--- src/rtl/mmb_pkg.sv ---
// Package: shared types for the line-merging miss tracker.
// Assumes nothing beyond being compiled before the modules that import it.
package mmb_pkg;

    // Life cycle of one tracking slot.
    typedef enum logic [1:0] {
        SLOT_FREE = 2'd0,   // holds nothing
        SLOT_WAIT = 2'd1,   // line claimed, request not yet taken by level two
        SLOT_SENT = 2'd2    // request taken, waiting for the fill
    } slot_state_e;

    // Positions of the event counters in the counter bank.
    localparam int CNT_IDX_MISS   = 0;
    localparam int CNT_IDX_L2     = 1;
    localparam int CNT_IDX_SQUASH = 2;
    localparam int CNT_NUM        = 3;

endpackage

--- src/rtl/mmb_slot.sv ---
// Module: one tracking slot. It holds a line address, the set of requester
// ids waiting on it, and its life-cycle state.
// Assumes: claim only when free; sent only while waiting; fill_hit is
// produced here and only for a slot whose request was sent.
module mmb_slot
    import mmb_pkg::*;
#(
    parameter int LINE_W  = 26,
    parameter int REQ_IDS = 8
) (
    input  logic               clk,
    input  logic               rst_n,
    input  logic               claim,
    input  logic               fold,
    input  logic               sent,
    input  logic [LINE_W-1:0]  new_line,
    input  logic [REQ_IDS-1:0] new_id_bit,
    input  logic               fill_valid,
    input  logic [LINE_W-1:0]  fill_line,
    input  logic [LINE_W-1:0]  probe_line,
    output logic               busy,
    output logic               waiting,
    output logic               probe_hit,
    output logic               fill_hit,
    output logic [LINE_W-1:0]  line,
    output logic [REQ_IDS-1:0] ids
);

    slot_state_e state_q;

    // Purpose: decode the slot state and compare the held line.
    always_comb begin
        busy      = (state_q != SLOT_FREE);
        waiting   = (state_q == SLOT_WAIT);
        probe_hit = busy && (line == probe_line);
        fill_hit  = fill_valid && (state_q == SLOT_SENT) && (line == fill_line);
    end

    // Purpose: advance the slot through free, waiting and sent.
    always_ff @(posedge clk) begin
        if (!rst_n) begin
            state_q <= SLOT_FREE;
            line    <= '0;
            ids     <= '0;
        end else if (fill_hit) begin
            state_q <= SLOT_FREE;
            ids     <= '0;
        end else if (claim) begin
            state_q <= SLOT_WAIT;
            line    <= new_line;
            ids     <= new_id_bit;
        end else begin
            if (fold) begin
                ids <= ids | new_id_bit;
            end
            if (sent && state_q == SLOT_WAIT) begin
                state_q <= SLOT_SENT;
            end
        end
    end

endmodule

--- src/rtl/mmb_first.sv ---
// Module: lowest-index picker. It grants the lowest set bit of a request vector.
// Assumes nothing about the request pattern; an empty vector grants nothing.
module mmb_first #(
    parameter int N = 4
) (
    input  logic [N-1:0] req,
    output logic [N-1:0] gnt,
    output logic         any
);

    // Purpose: walk from the top so the lowest set bit wins.
    always_comb begin
        gnt = '0;
        for (int i = N - 1; i >= 0; i--) begin
            if (req[i]) begin
                gnt    = '0;
                gnt[i] = 1'b1;
            end
        end
        any = |req;
    end

endmodule

--- src/rtl/mmb_counters.sv ---
// Module: bank of free-running event counters, one increment strobe each.
// Assumes the width is wide enough for the run; counters wrap silently.
module mmb_counters #(
    parameter int NUM   = 3,
    parameter int CNT_W = 16
) (
    input  logic                      clk,
    input  logic                      rst_n,
    input  logic [NUM-1:0]            inc,
    output logic [NUM-1:0][CNT_W-1:0] value
);

    for (genvar g = 0; g < NUM; g++) begin : g_cnt
        // Purpose: count one event kind.
        always_ff @(posedge clk) begin
            if (!rst_n) begin
                value[g] <= '0;
            end else if (inc[g]) begin
                value[g] <= value[g] + CNT_W'(1);
            end
        end
    end

endmodule

--- src/rtl/miss_merge_buf.sv ---
// Module: line-merging miss tracker between a first- and second-level cache.
// A miss to an untracked line claims a slot and sends one request; misses to
// a tracked line are folded in. A fill releases the slot and reports its ids.
// Assumes: at most one fill per cycle, only for lines whose request was sent
// and not yet answered.
module miss_merge_buf
    import mmb_pkg::*;
#(
    parameter int ADDR_W     = 32,
    parameter int LINE_BYTES = 64,
    parameter int ENTRIES    = 4,
    parameter int REQ_IDS    = 8,
    parameter int CNT_W      = 16,
    localparam int OFF_W     = $clog2(LINE_BYTES),
    localparam int LINE_W    = ADDR_W - OFF_W,
    localparam int ID_W      = $clog2(REQ_IDS)
) (
    input  logic               clk,
    input  logic               rst_n,
    input  logic               miss_valid,
    output logic               miss_ready,
    input  logic [ADDR_W-1:0]  miss_addr,
    input  logic [ID_W-1:0]    miss_id,
    output logic               l2_req_valid,
    input  logic               l2_req_ready,
    output logic [LINE_W-1:0]  l2_req_line,
    input  logic               fill_valid,
    input  logic [LINE_W-1:0]  fill_line,
    output logic               done_valid,
    output logic [REQ_IDS-1:0] done_mask,
    output logic [CNT_W-1:0]   cnt_l1_miss,
    output logic [CNT_W-1:0]   cnt_l2_req,
    output logic [CNT_W-1:0]   cnt_squash
);

    logic [LINE_W-1:0]               miss_line;
    logic [REQ_IDS-1:0]              id_bit;
    logic [ENTRIES-1:0]              busy, waiting, probe_hit, fill_hit;
    logic [ENTRIES-1:0][LINE_W-1:0]  slot_line;
    logic [ENTRIES-1:0][REQ_IDS-1:0] slot_ids;
    logic [ENTRIES-1:0]              free_gnt, send_gnt, sel;
    logic [ENTRIES-1:0]              claim_vec, fold_vec, sent_vec;
    logic                            free_any, send_any, hit_any, accept;
    logic                            hold_q;
    logic [ENTRIES-1:0]              hold_sel_q;
    logic [CNT_NUM-1:0]              cnt_inc;
    logic [CNT_NUM-1:0][CNT_W-1:0]   cnt_val;

    // Purpose: split the miss into its line address and a one-hot id.
    always_comb begin
        miss_line = miss_addr[ADDR_W-1:OFF_W];
        id_bit    = '0;
        id_bit[miss_id] = 1'b1;
    end

    for (genvar e = 0; e < ENTRIES; e++) begin : g_slot
        mmb_slot #(
            .LINE_W  (LINE_W),
            .REQ_IDS (REQ_IDS)
        ) u_slot (
            .clk        (clk),
            .rst_n      (rst_n),
            .claim      (claim_vec[e]),
            .fold       (fold_vec[e]),
            .sent       (sent_vec[e]),
            .new_line   (miss_line),
            .new_id_bit (id_bit),
            .fill_valid (fill_valid),
            .fill_line  (fill_line),
            .probe_line (miss_line),
            .busy       (busy[e]),
            .waiting    (waiting[e]),
            .probe_hit  (probe_hit[e]),
            .fill_hit   (fill_hit[e]),
            .line       (slot_line[e]),
            .ids        (slot_ids[e])
        );
    end

    mmb_first #(.N(ENTRIES)) u_free_pick (
        .req (~busy),
        .gnt (free_gnt),
        .any (free_any)
    );

    mmb_first #(.N(ENTRIES)) u_send_pick (
        .req (waiting),
        .gnt (send_gnt),
        .any (send_any)
    );

    // Purpose: accept, claim or fold the presented miss.
    always_comb begin
        hit_any    = |probe_hit;
        miss_ready = hit_any || free_any;
        accept     = miss_valid && miss_ready;
        claim_vec  = (accept && !hit_any) ? free_gnt : '0;
        fold_vec   = accept ? probe_hit : '0;
    end

    // Purpose: choose the offered request, keeping it while it is refused.
    always_comb begin
        sel          = hold_q ? hold_sel_q : (send_any ? send_gnt : '0);
        l2_req_valid = |sel;
        l2_req_line  = '0;
        for (int i = 0; i < ENTRIES; i++) begin
            if (sel[i]) begin
                l2_req_line = slot_line[i];
            end
        end
        sent_vec = l2_req_ready ? sel : '0;
    end

    // Purpose: remember a refused request so it stays on the port.
    always_ff @(posedge clk) begin
        if (!rst_n) begin
            hold_q     <= 1'b0;
            hold_sel_q <= '0;
        end else begin
            hold_q     <= l2_req_valid && !l2_req_ready;
            hold_sel_q <= sel;
        end
    end

    // Purpose: report the completing slot's ids plus any miss folded this cycle.
    always_comb begin
        done_valid = |fill_hit;
        done_mask  = '0;
        for (int i = 0; i < ENTRIES; i++) begin
            if (fill_hit[i]) begin
                done_mask = done_mask | slot_ids[i] | (fold_vec[i] ? id_bit : '0);
            end
        end
    end

    // Purpose: raise the counter strobes.
    always_comb begin
        cnt_inc                 = '0;
        cnt_inc[CNT_IDX_MISS]   = accept;
        cnt_inc[CNT_IDX_L2]     = l2_req_valid && l2_req_ready;
        cnt_inc[CNT_IDX_SQUASH] = accept && hit_any;
    end

    mmb_counters #(.NUM(CNT_NUM), .CNT_W(CNT_W)) u_cnt (
        .clk   (clk),
        .rst_n (rst_n),
        .inc   (cnt_inc),
        .value (cnt_val)
    );

    assign cnt_l1_miss = cnt_val[CNT_IDX_MISS];
    assign cnt_l2_req  = cnt_val[CNT_IDX_L2];
    assign cnt_squash  = cnt_val[CNT_IDX_SQUASH];

endmodule

--- config.mk ---
export PLATFORM = sky130hd
export DESIGN_NAME = miss_merge_buf
export DESIGN_NICKNAME = d
export VERILOG_FILES = /design/src/rtl/mmb_pkg.sv /design/src/rtl/mmb_slot.sv /design/src/rtl/mmb_first.sv /design/src/rtl/mmb_counters.sv /design/src/rtl/miss_merge_buf.sv
export SDC_FILE = /design/constraint.sdc
export NUM_CORES = 1
export LEC_CHECK = 0
export BUFFER_PORTS_ARGS = -buffer_cell sky130_fd_sc_hd__buf_2
export CAP_MARGIN = 0
export CORE_MARGIN = 1.5
export CORE_UTILIZATION = 29
export DETAILED_ROUTE_END_ITERATION = 12
export PLACE_DENSITY = 0.56
export SYNTH_ARGS = -nofsm -noshare
export SYNTH_HDL_FRONTEND = slang
export SYNTH_SLANG_ARGS = --single-unit
--- constraint.sdc ---
create_clock -name clk -period 5.6 [get_ports clk]
set_input_delay 0 -clock clk [delete_from_list [all_inputs] [get_ports clk]]
set_output_delay 0 -clock clk [all_outputs]
set_load 0.05 [all_outputs]
# Word-level counts from Yosys, hierarchy flattened
# Index checks and enable logic that the tools add are counted.
classes:
  add_sub_neg: 3
  magnitude_cmp: 2
  n_eq_ne: 16
  n_mux: 43
  n_bitwise: 17
  n_reduce_logical: 54
ops:
  columns: ["cell", "count"]
  rows:
  - ["26-bit == test", 8]
  - ["8-bit 2-to-1 mux", 16]
  - ["26-bit 2-to-1 mux", 4]
  - ["8-bit bitwise OR", 11]
  - ["4-bit 2-to-1 mux", 13]
  - ["16-bit by 1-bit adder with 16-bit output, second input constant", 3]
  - ["2-bit nonzero test", 12]
  - ["1-bit logical AND", 22]
  - ["4-bit OR reduction", 5]
  - ["3-bit OR reduction", 4]
  - ["1-bit 2-to-1 mux", 9]
  - ["2-bit by 1-bit == test with 1-bit output, second input constant", 4]
  - ["2-bit == test, second input constant", 4]
  - ["2-bit AND reduction", 4]
  - ["2-bit OR reduction", 4]
  - ["1-bit inverter", 5]
  - ["3-bit by 4-bit < comparator with 1-bit output, second input constant", 1]
  - ["4-bit inverter", 1]
  - ["1-bit demux with 3-bit select", 1]
  - ["3-bit by 1-bit >= comparator with 1-bit output, second input constant", 1]
  - ["1-bit logical NOT", 2]
  - ["1-bit logical OR", 1]
totals:
  reg_bits: 197
  inputBits: 66

# Logic depth before layout (Yosys ltp)
logic_depth:
  depth_word: 18
  ltp_mapped: 11

# Modules after synthesis
# From an unflattened synthesis, not the netlist that was laid out.
unflattened:
  cells_unflattened: 1458
  area_unflattened_um2: 12145.4
modules_own_cells:
  columns: ["module", "n_inst", "cells_each", "area_each_um2"]
  rows:
  - ["mmb_slot", 4, 234, 2020.7]
  - ["mmb_counters", 1, 244, 2132.0]
  - ["miss_merge_buf", 1, 268, 1850.5]
  - ["mmb_first", 2, 5, 40.0]

# Worst setup path after synthesis
# No wires, ideal clock.
synth_path:
  path_type: "reg-to-output"
  start: "register g_slot[0].u_slot.state_q[1]"
  end: "output done_mask[0]"
  arrival_time_ns: 2.842
  setup_slack_ns: 2.758
  path_stages_with_launch: 9
  n_path_buf: 1
  path_cell_list: "dfxtp_1 -> or2_1 -> clkbuf_1 -> nand4_1 -> or4_1 -> nor4_4 -> a222oi_1 -> nand2b_1 -> o221ai_1"
synth_between:
  elab_chain_cells: 18
  word_cells_on_any_way: 26
  cone_classes: "1 x eq/ne; 9 x mux; 8 x bitwise; 8 x reduce/logical"
synth_lines:
  columns: ["element", "line_no", "source"]
  rows:
  - ["from (decl)", "mmb_slot.sv:29", "slot_state_e state_q;"]
  - ["from (signal assigned)", "mmb_slot.sv:42", "state_q <= SLOT_FREE;"]
  - ["from (signal assigned)", "mmb_slot.sv:46", "state_q <= SLOT_FREE;"]
  - ["from (signal assigned)", "mmb_slot.sv:49", "state_q <= SLOT_WAIT;"]
  - ["2-bit nonzero test", "mmb_slot.sv:33", "busy = (state_q != SLOT_FREE);"]
  - ["1-bit logical AND / 4-bit inverter (equally long branches)", "mmb_slot.sv:35, miss_merge_buf.sv:81", null]
  - ["4-bit OR reduction, on equally long branches", "miss_merge_buf.sv:94, mmb_first.sv:20", null]
  - ["1-bit logical OR", "miss_merge_buf.sv:95", "miss_ready = hit_any || free_any;"]
  - ["1-bit logical AND", "miss_merge_buf.sv:96", "accept = miss_valid && miss_ready;"]
  - ["4-bit 2-to-1 mux", "miss_merge_buf.sv:98", "fold_vec = accept ? probe_hit : '0;"]
  - ["8-bit 2-to-1 mux", "miss_merge_buf.sv:131", "done_mask = done_mask | slot_ids[i] | (fold_vec[i] ? id_bit : '0);"]
  - ["8-bit bitwise OR", "miss_merge_buf.sv:131", null]
  - ["8-bit 2-to-1 mux", "miss_merge_buf.sv:130", "if (fill_hit[i]) begin"]
  - ["8-bit bitwise OR (2 in series)", "miss_merge_buf.sv:131", null]
  - ["8-bit 2-to-1 mux", "miss_merge_buf.sv:130", null]
  - ["8-bit bitwise OR (2 in series)", "miss_merge_buf.sv:131", null]
  - ["8-bit 2-to-1 mux", "miss_merge_buf.sv:130", null]
  - ["8-bit bitwise OR (2 in series)", "miss_merge_buf.sv:131", null]
  - ["8-bit 2-to-1 mux (*)", "miss_merge_buf.sv:130", null]
  - ["to (decl)", "miss_merge_buf.sv:30", "output logic [REQ_IDS-1:0] done_mask,"]
# Mark *: on every way between the ends. The rest lies on a longest branch, timed or not.

# Final worst setup path
layout_path:
  start: "register g_slot[3].u_slot.state_q[1]"
  end: "register g_slot[1].u_slot.line[14]"
layout_between:
  elab_chain_cells: 8
  word_cells_on_any_way: 11
  cone_classes: "1 x mux; 1 x bitwise; 9 x reduce/logical"
layout_lines:
  columns: ["element", "line_no", "source"]
  rows:
  - ["from (decl)", "mmb_slot.sv:29", null]
  - ["from (signal assigned)", "mmb_slot.sv:42", null]
  - ["from (signal assigned)", "mmb_slot.sv:46", null]
  - ["from (signal assigned)", "mmb_slot.sv:49", null]
  - ["2-bit nonzero test (*)", "mmb_slot.sv:33", null]
  - ["1-bit logical AND / 4-bit inverter (equally long branches)", "mmb_slot.sv:35, miss_merge_buf.sv:81", null]
  - ["4-bit OR reduction, on equally long branches", "miss_merge_buf.sv:94, mmb_first.sv:20", null]
  - ["1-bit logical OR", "miss_merge_buf.sv:95", null]
  - ["1-bit logical AND", "miss_merge_buf.sv:96", null]
  - ["1-bit logical AND (*)", "miss_merge_buf.sv:97", "claim_vec = (accept && !hit_any) ? free_gnt : '0;"]
  - ["4-bit 2-to-1 mux (*)", "miss_merge_buf.sv:97", null]
  - ["2-bit AND reduction (no source line) (*)", null, null]
  - ["to (signal assigned)", "mmb_slot.sv:50", "line <= new_line;"]
  - ["to (decl)", "mmb_slot.sv:25", "output logic [LINE_W-1:0] line,"]
# Marked as above.
# A chain may end at the register's enable or synchronous reset.

==> summary.txt <==
Global route
  – Total GRT Usage: 0.2264
  – Vias in the first global route: 10.87k
  – First-pass GRT wire length: 70,880 um
  – GRT overflow: 0
  – Pin count of the biggest net entering global routing: 64
  – Initial antenna violation count: 1

Clock tree
  – Worst-Skew Late Latency: 470 ps
  – CTS resizes: 0
  – Clk slew on worst S/H paths: 80 ps
  – H-tree levels: 4
  – Total CTS buffers: 17
  – Clock Tree Buf Depth: 2
  – Root Buffer: clkbuf_16
  – CTS tree: done
  – Clk sinks: 197

Hold path
  – WHS Endpoint: g_slot[1].u_slot.line[20]
  – Worst hold stages: 4
  – Worst Hold Launch: miss_addr[26]
  – Hold Path Class: primary input to flop

Synthesis
  – Syn avg cell area: 8.020 sq um
  – Post-synthesis instance area: 11,850 sq um
  – Asr flop ratio synth: 0
  – Share of the synthesized area in the top cell type: 0.3327
  – Post-synthesis cell type count: 63
  – Largest cells by area after synthesis: dfxtp_1 33%, xnor2_1 9.7%, a21oi_1 6.5%, xor2_1 6.2%, mux2i_1 5.8%
  – Synthesized flop and latch total: 197
  – Fraction of the yosys area taken by sequential cells: 0.3327
  – Warnings, synthesis: 0
  – Top_reg_cell synth: dfxtp_1
  – Largest area contributor in the netlist: dfxtp_1
  – Syn Inst Count: 1,478
  – Post-synth EDFFs: 0
  – Post-synthesis net count: 1,547

Drt
  – Drt wl/cell: 22.52 um
  – Total wire length: 47,610 um
  – DRC Markers: 0
  – Top Layer Used: met4
  – Met3 wire len: 3431 um
  – Final ANT Viol Nets: 0
  – DR pass1 iterations: 7
  – Routed length on met2: 21,670 um
  – Via density: 5.531
  – Initial DRC Count: 1,234
  – Routed vias: 11.69k
  – M1 WL: 20,830 um

Finish
  – Most common cell after layout, fill and taps aside: dfxtp_1
  – Final-stage net count: 1,645
  – Fillers: 4,213
  – Commonest cells after routing, fill and taps aside: 197 x dfxtp_1, 166 x nand2_1, 154 x a21oi_1, 143 x buf_2, 131 x xnor2_1
  – Final instance area: 13,850 sq um
  – Share of layout cells above drive strength 1: 0.1385
  – Antenna cell count: 0
  – Synth-to-Final Area Change: 16.80%

Placed design
  – DP Wirelength: 34,640 um
  – DP Area: 12,880 sq um
  – # port buffers: 144
  – GP Congestion: 0.9890

STA
  – Final hold vios: 0
  – Final Cycle Share: 0.7866
  – Unrepaired setup endpoints after global routing: no
  – Final setup fails: 0
  – Period minus WS final: 4405 ps
  – Worst-margin pin slew: 1165 ps
  – Fmax: 0.2270 GHz
  – Final setup skew: 13.44 ps
  – Slew HR: 0.2216
  – Setup_tns: 0 ps
  – Slew Viols, Final: 0

Worst setup path
  – Setup Crit Path Kind: flop to flop
  – Worst path slowest cell: and3_2
  – R2R setup slack: 1190 ps
  – Crit path DAT: 4820 ps
  – Worst setup EP type: flop
  – Reg2reg start: g_slot[3].u_slot.state_q[1]
  – Max stage delay on crit path: 940 ps
  – Startpoint class of the critical path: flop
  – CP Cell Sequence: nor2_1 > nor4_1 > and4_1 > a21oi_1 > nor4b_2 > buf_4 > and3_2 > mux2i_1 > dlygate4sd3_1
  – RR Endpoint: g_slot[1].u_slot.line[14]
  – Worst reg2reg path depth: 9
  – Required @ worst endpoint: 6020 ps
  – Worst-path maximum fanout: 26

Floorplan
  – Die H: 205.2 um
  – Core footprint: 40,010 sq um
  – Die area: 42,100 sq um
  – Die width: 205.2 um
  – IO Pins: 151
  – Initial Util: 0.2963
  – Cell Rows: 73

Pwr
  – Pwr Total: 3.338 mW
  – PwrDens: 241.1 nW/um^2
  – Peak supply drop: 0.2329 mV
  – Leak pwr: 4.978 nW

Run status
  – Status: complete, no violations

Run
  – Max Cap Viol: 0
critical path, delay by kind of cell, from the launching register on:
family                 cells  cell delay, ps
AO/OA/AOI/OAI              1             350
buffers and inverters      2             940
flip-flops                 1             350
multiplexers               1             260
AND/OR/NAND/NOR            5            2420
per-stage QoR:
stage / util / hold WS (ps) / worst slack, ps / instances
CTS: 0.3461 / 396.9 / 1230 / 2114
floorplan: - / 197.9 / 2758 / 1478
detailed placement: 0.3220 / 364.6 / 1796 / 2045
global route: 0.3461 / 432.1 / 1035 / 2114
finish: 0.3461 / 436.1 / 1195 / 2114
global placement: 0.3220 / 348.9 / 1854 / 2045
where the power goes:
group,switching (mW),total [mW],internal (mW)
combinational,0.386,0.574,0.189
sequential,0.0580,1.49,1.44
clock,0.636,1.27,0.634
sequential cells by signal, summed over array words and instances, names as in the netlist:
register and flops:
g_slot.u_slot.ids 32, g_slot.u_slot.line 104, g_slot.u_slot.state_q 8, hold_q 1, hold_sel_q 4, u_cnt.value 48
cells in the mapped netlist (25+ instances only):
library cell,number
a22o_1,27
nand3_1,105
nand4_1,57
mux2i_1,69
nor4_1,25
dfxtp_1,197
clkbuf_1,83
xor2_1,84
nor2_1,55
o21ai_0,95
xnor2_1,131
nand2_1,166
a21oi_1,154
kinds of logic (layout without fill, tap and decap cells):
family	count (synthesis)	in the layout	synth area share
simple gates	525	525	0.2273
mux	70	70	0.05921
xor+xnor	216	216	0.1602
compound gates	333	333	0.1652
flops	197	197	0.3327
buf+inv	134	245	0.05225
fa+ha+maj	3	3	0.003167
layout make-up:
type	count	area [sq um]	area share
Clock inverter	15	167.7	0.01211
Timing Repair Buffer	200	1236	0.08928
Inverter	13	51.30	0.003705
Multi-Input combinational cell	1147	7365	0.5319
Clock buffer	17	425.4	0.03072
Sequential cell	197	3944	0.2848
Tap cell	525	656.9	0.04744
metal layers:
layer / vias to the layer above / global-route usage
met2: 492 / 0.3581
met4: 0 / 0.09176
met5: - / 0
met3: 79 / 0.03484
li1: 5458 / -
met1: 5664 / 0.3069
repair_timing:
action / 4_1_cts / 5_1_grt
hold buffers: 37 / 0
buffers inserted: 0 / 0
endpoints found under the hold margin: 118 / 0
how the worst max path moves through the flow:
stage,start,to,slack [ps]
after CTS,g_slot[3].u_slot.state_q[1],g_slot[1].u_slot.line[1],1230
after detailed placement,g_slot[3].u_slot.state_q[1],g_slot[1].u_slot.line[18],1800
after global routing,g_slot[3].u_slot.state_q[1],g_slot[1].u_slot.line[14],1040
final,g_slot[3].u_slot.state_q[1],g_slot[1].u_slot.line[14],1190
after floorplan,g_slot[0].u_slot.state_q[1],done_mask[0],2760
after global placement,g_slot[3].u_slot.state_q[1],g_slot[1].u_slot.line[20],1850
No activity file was read; power rests on OpenSTA's default activity.
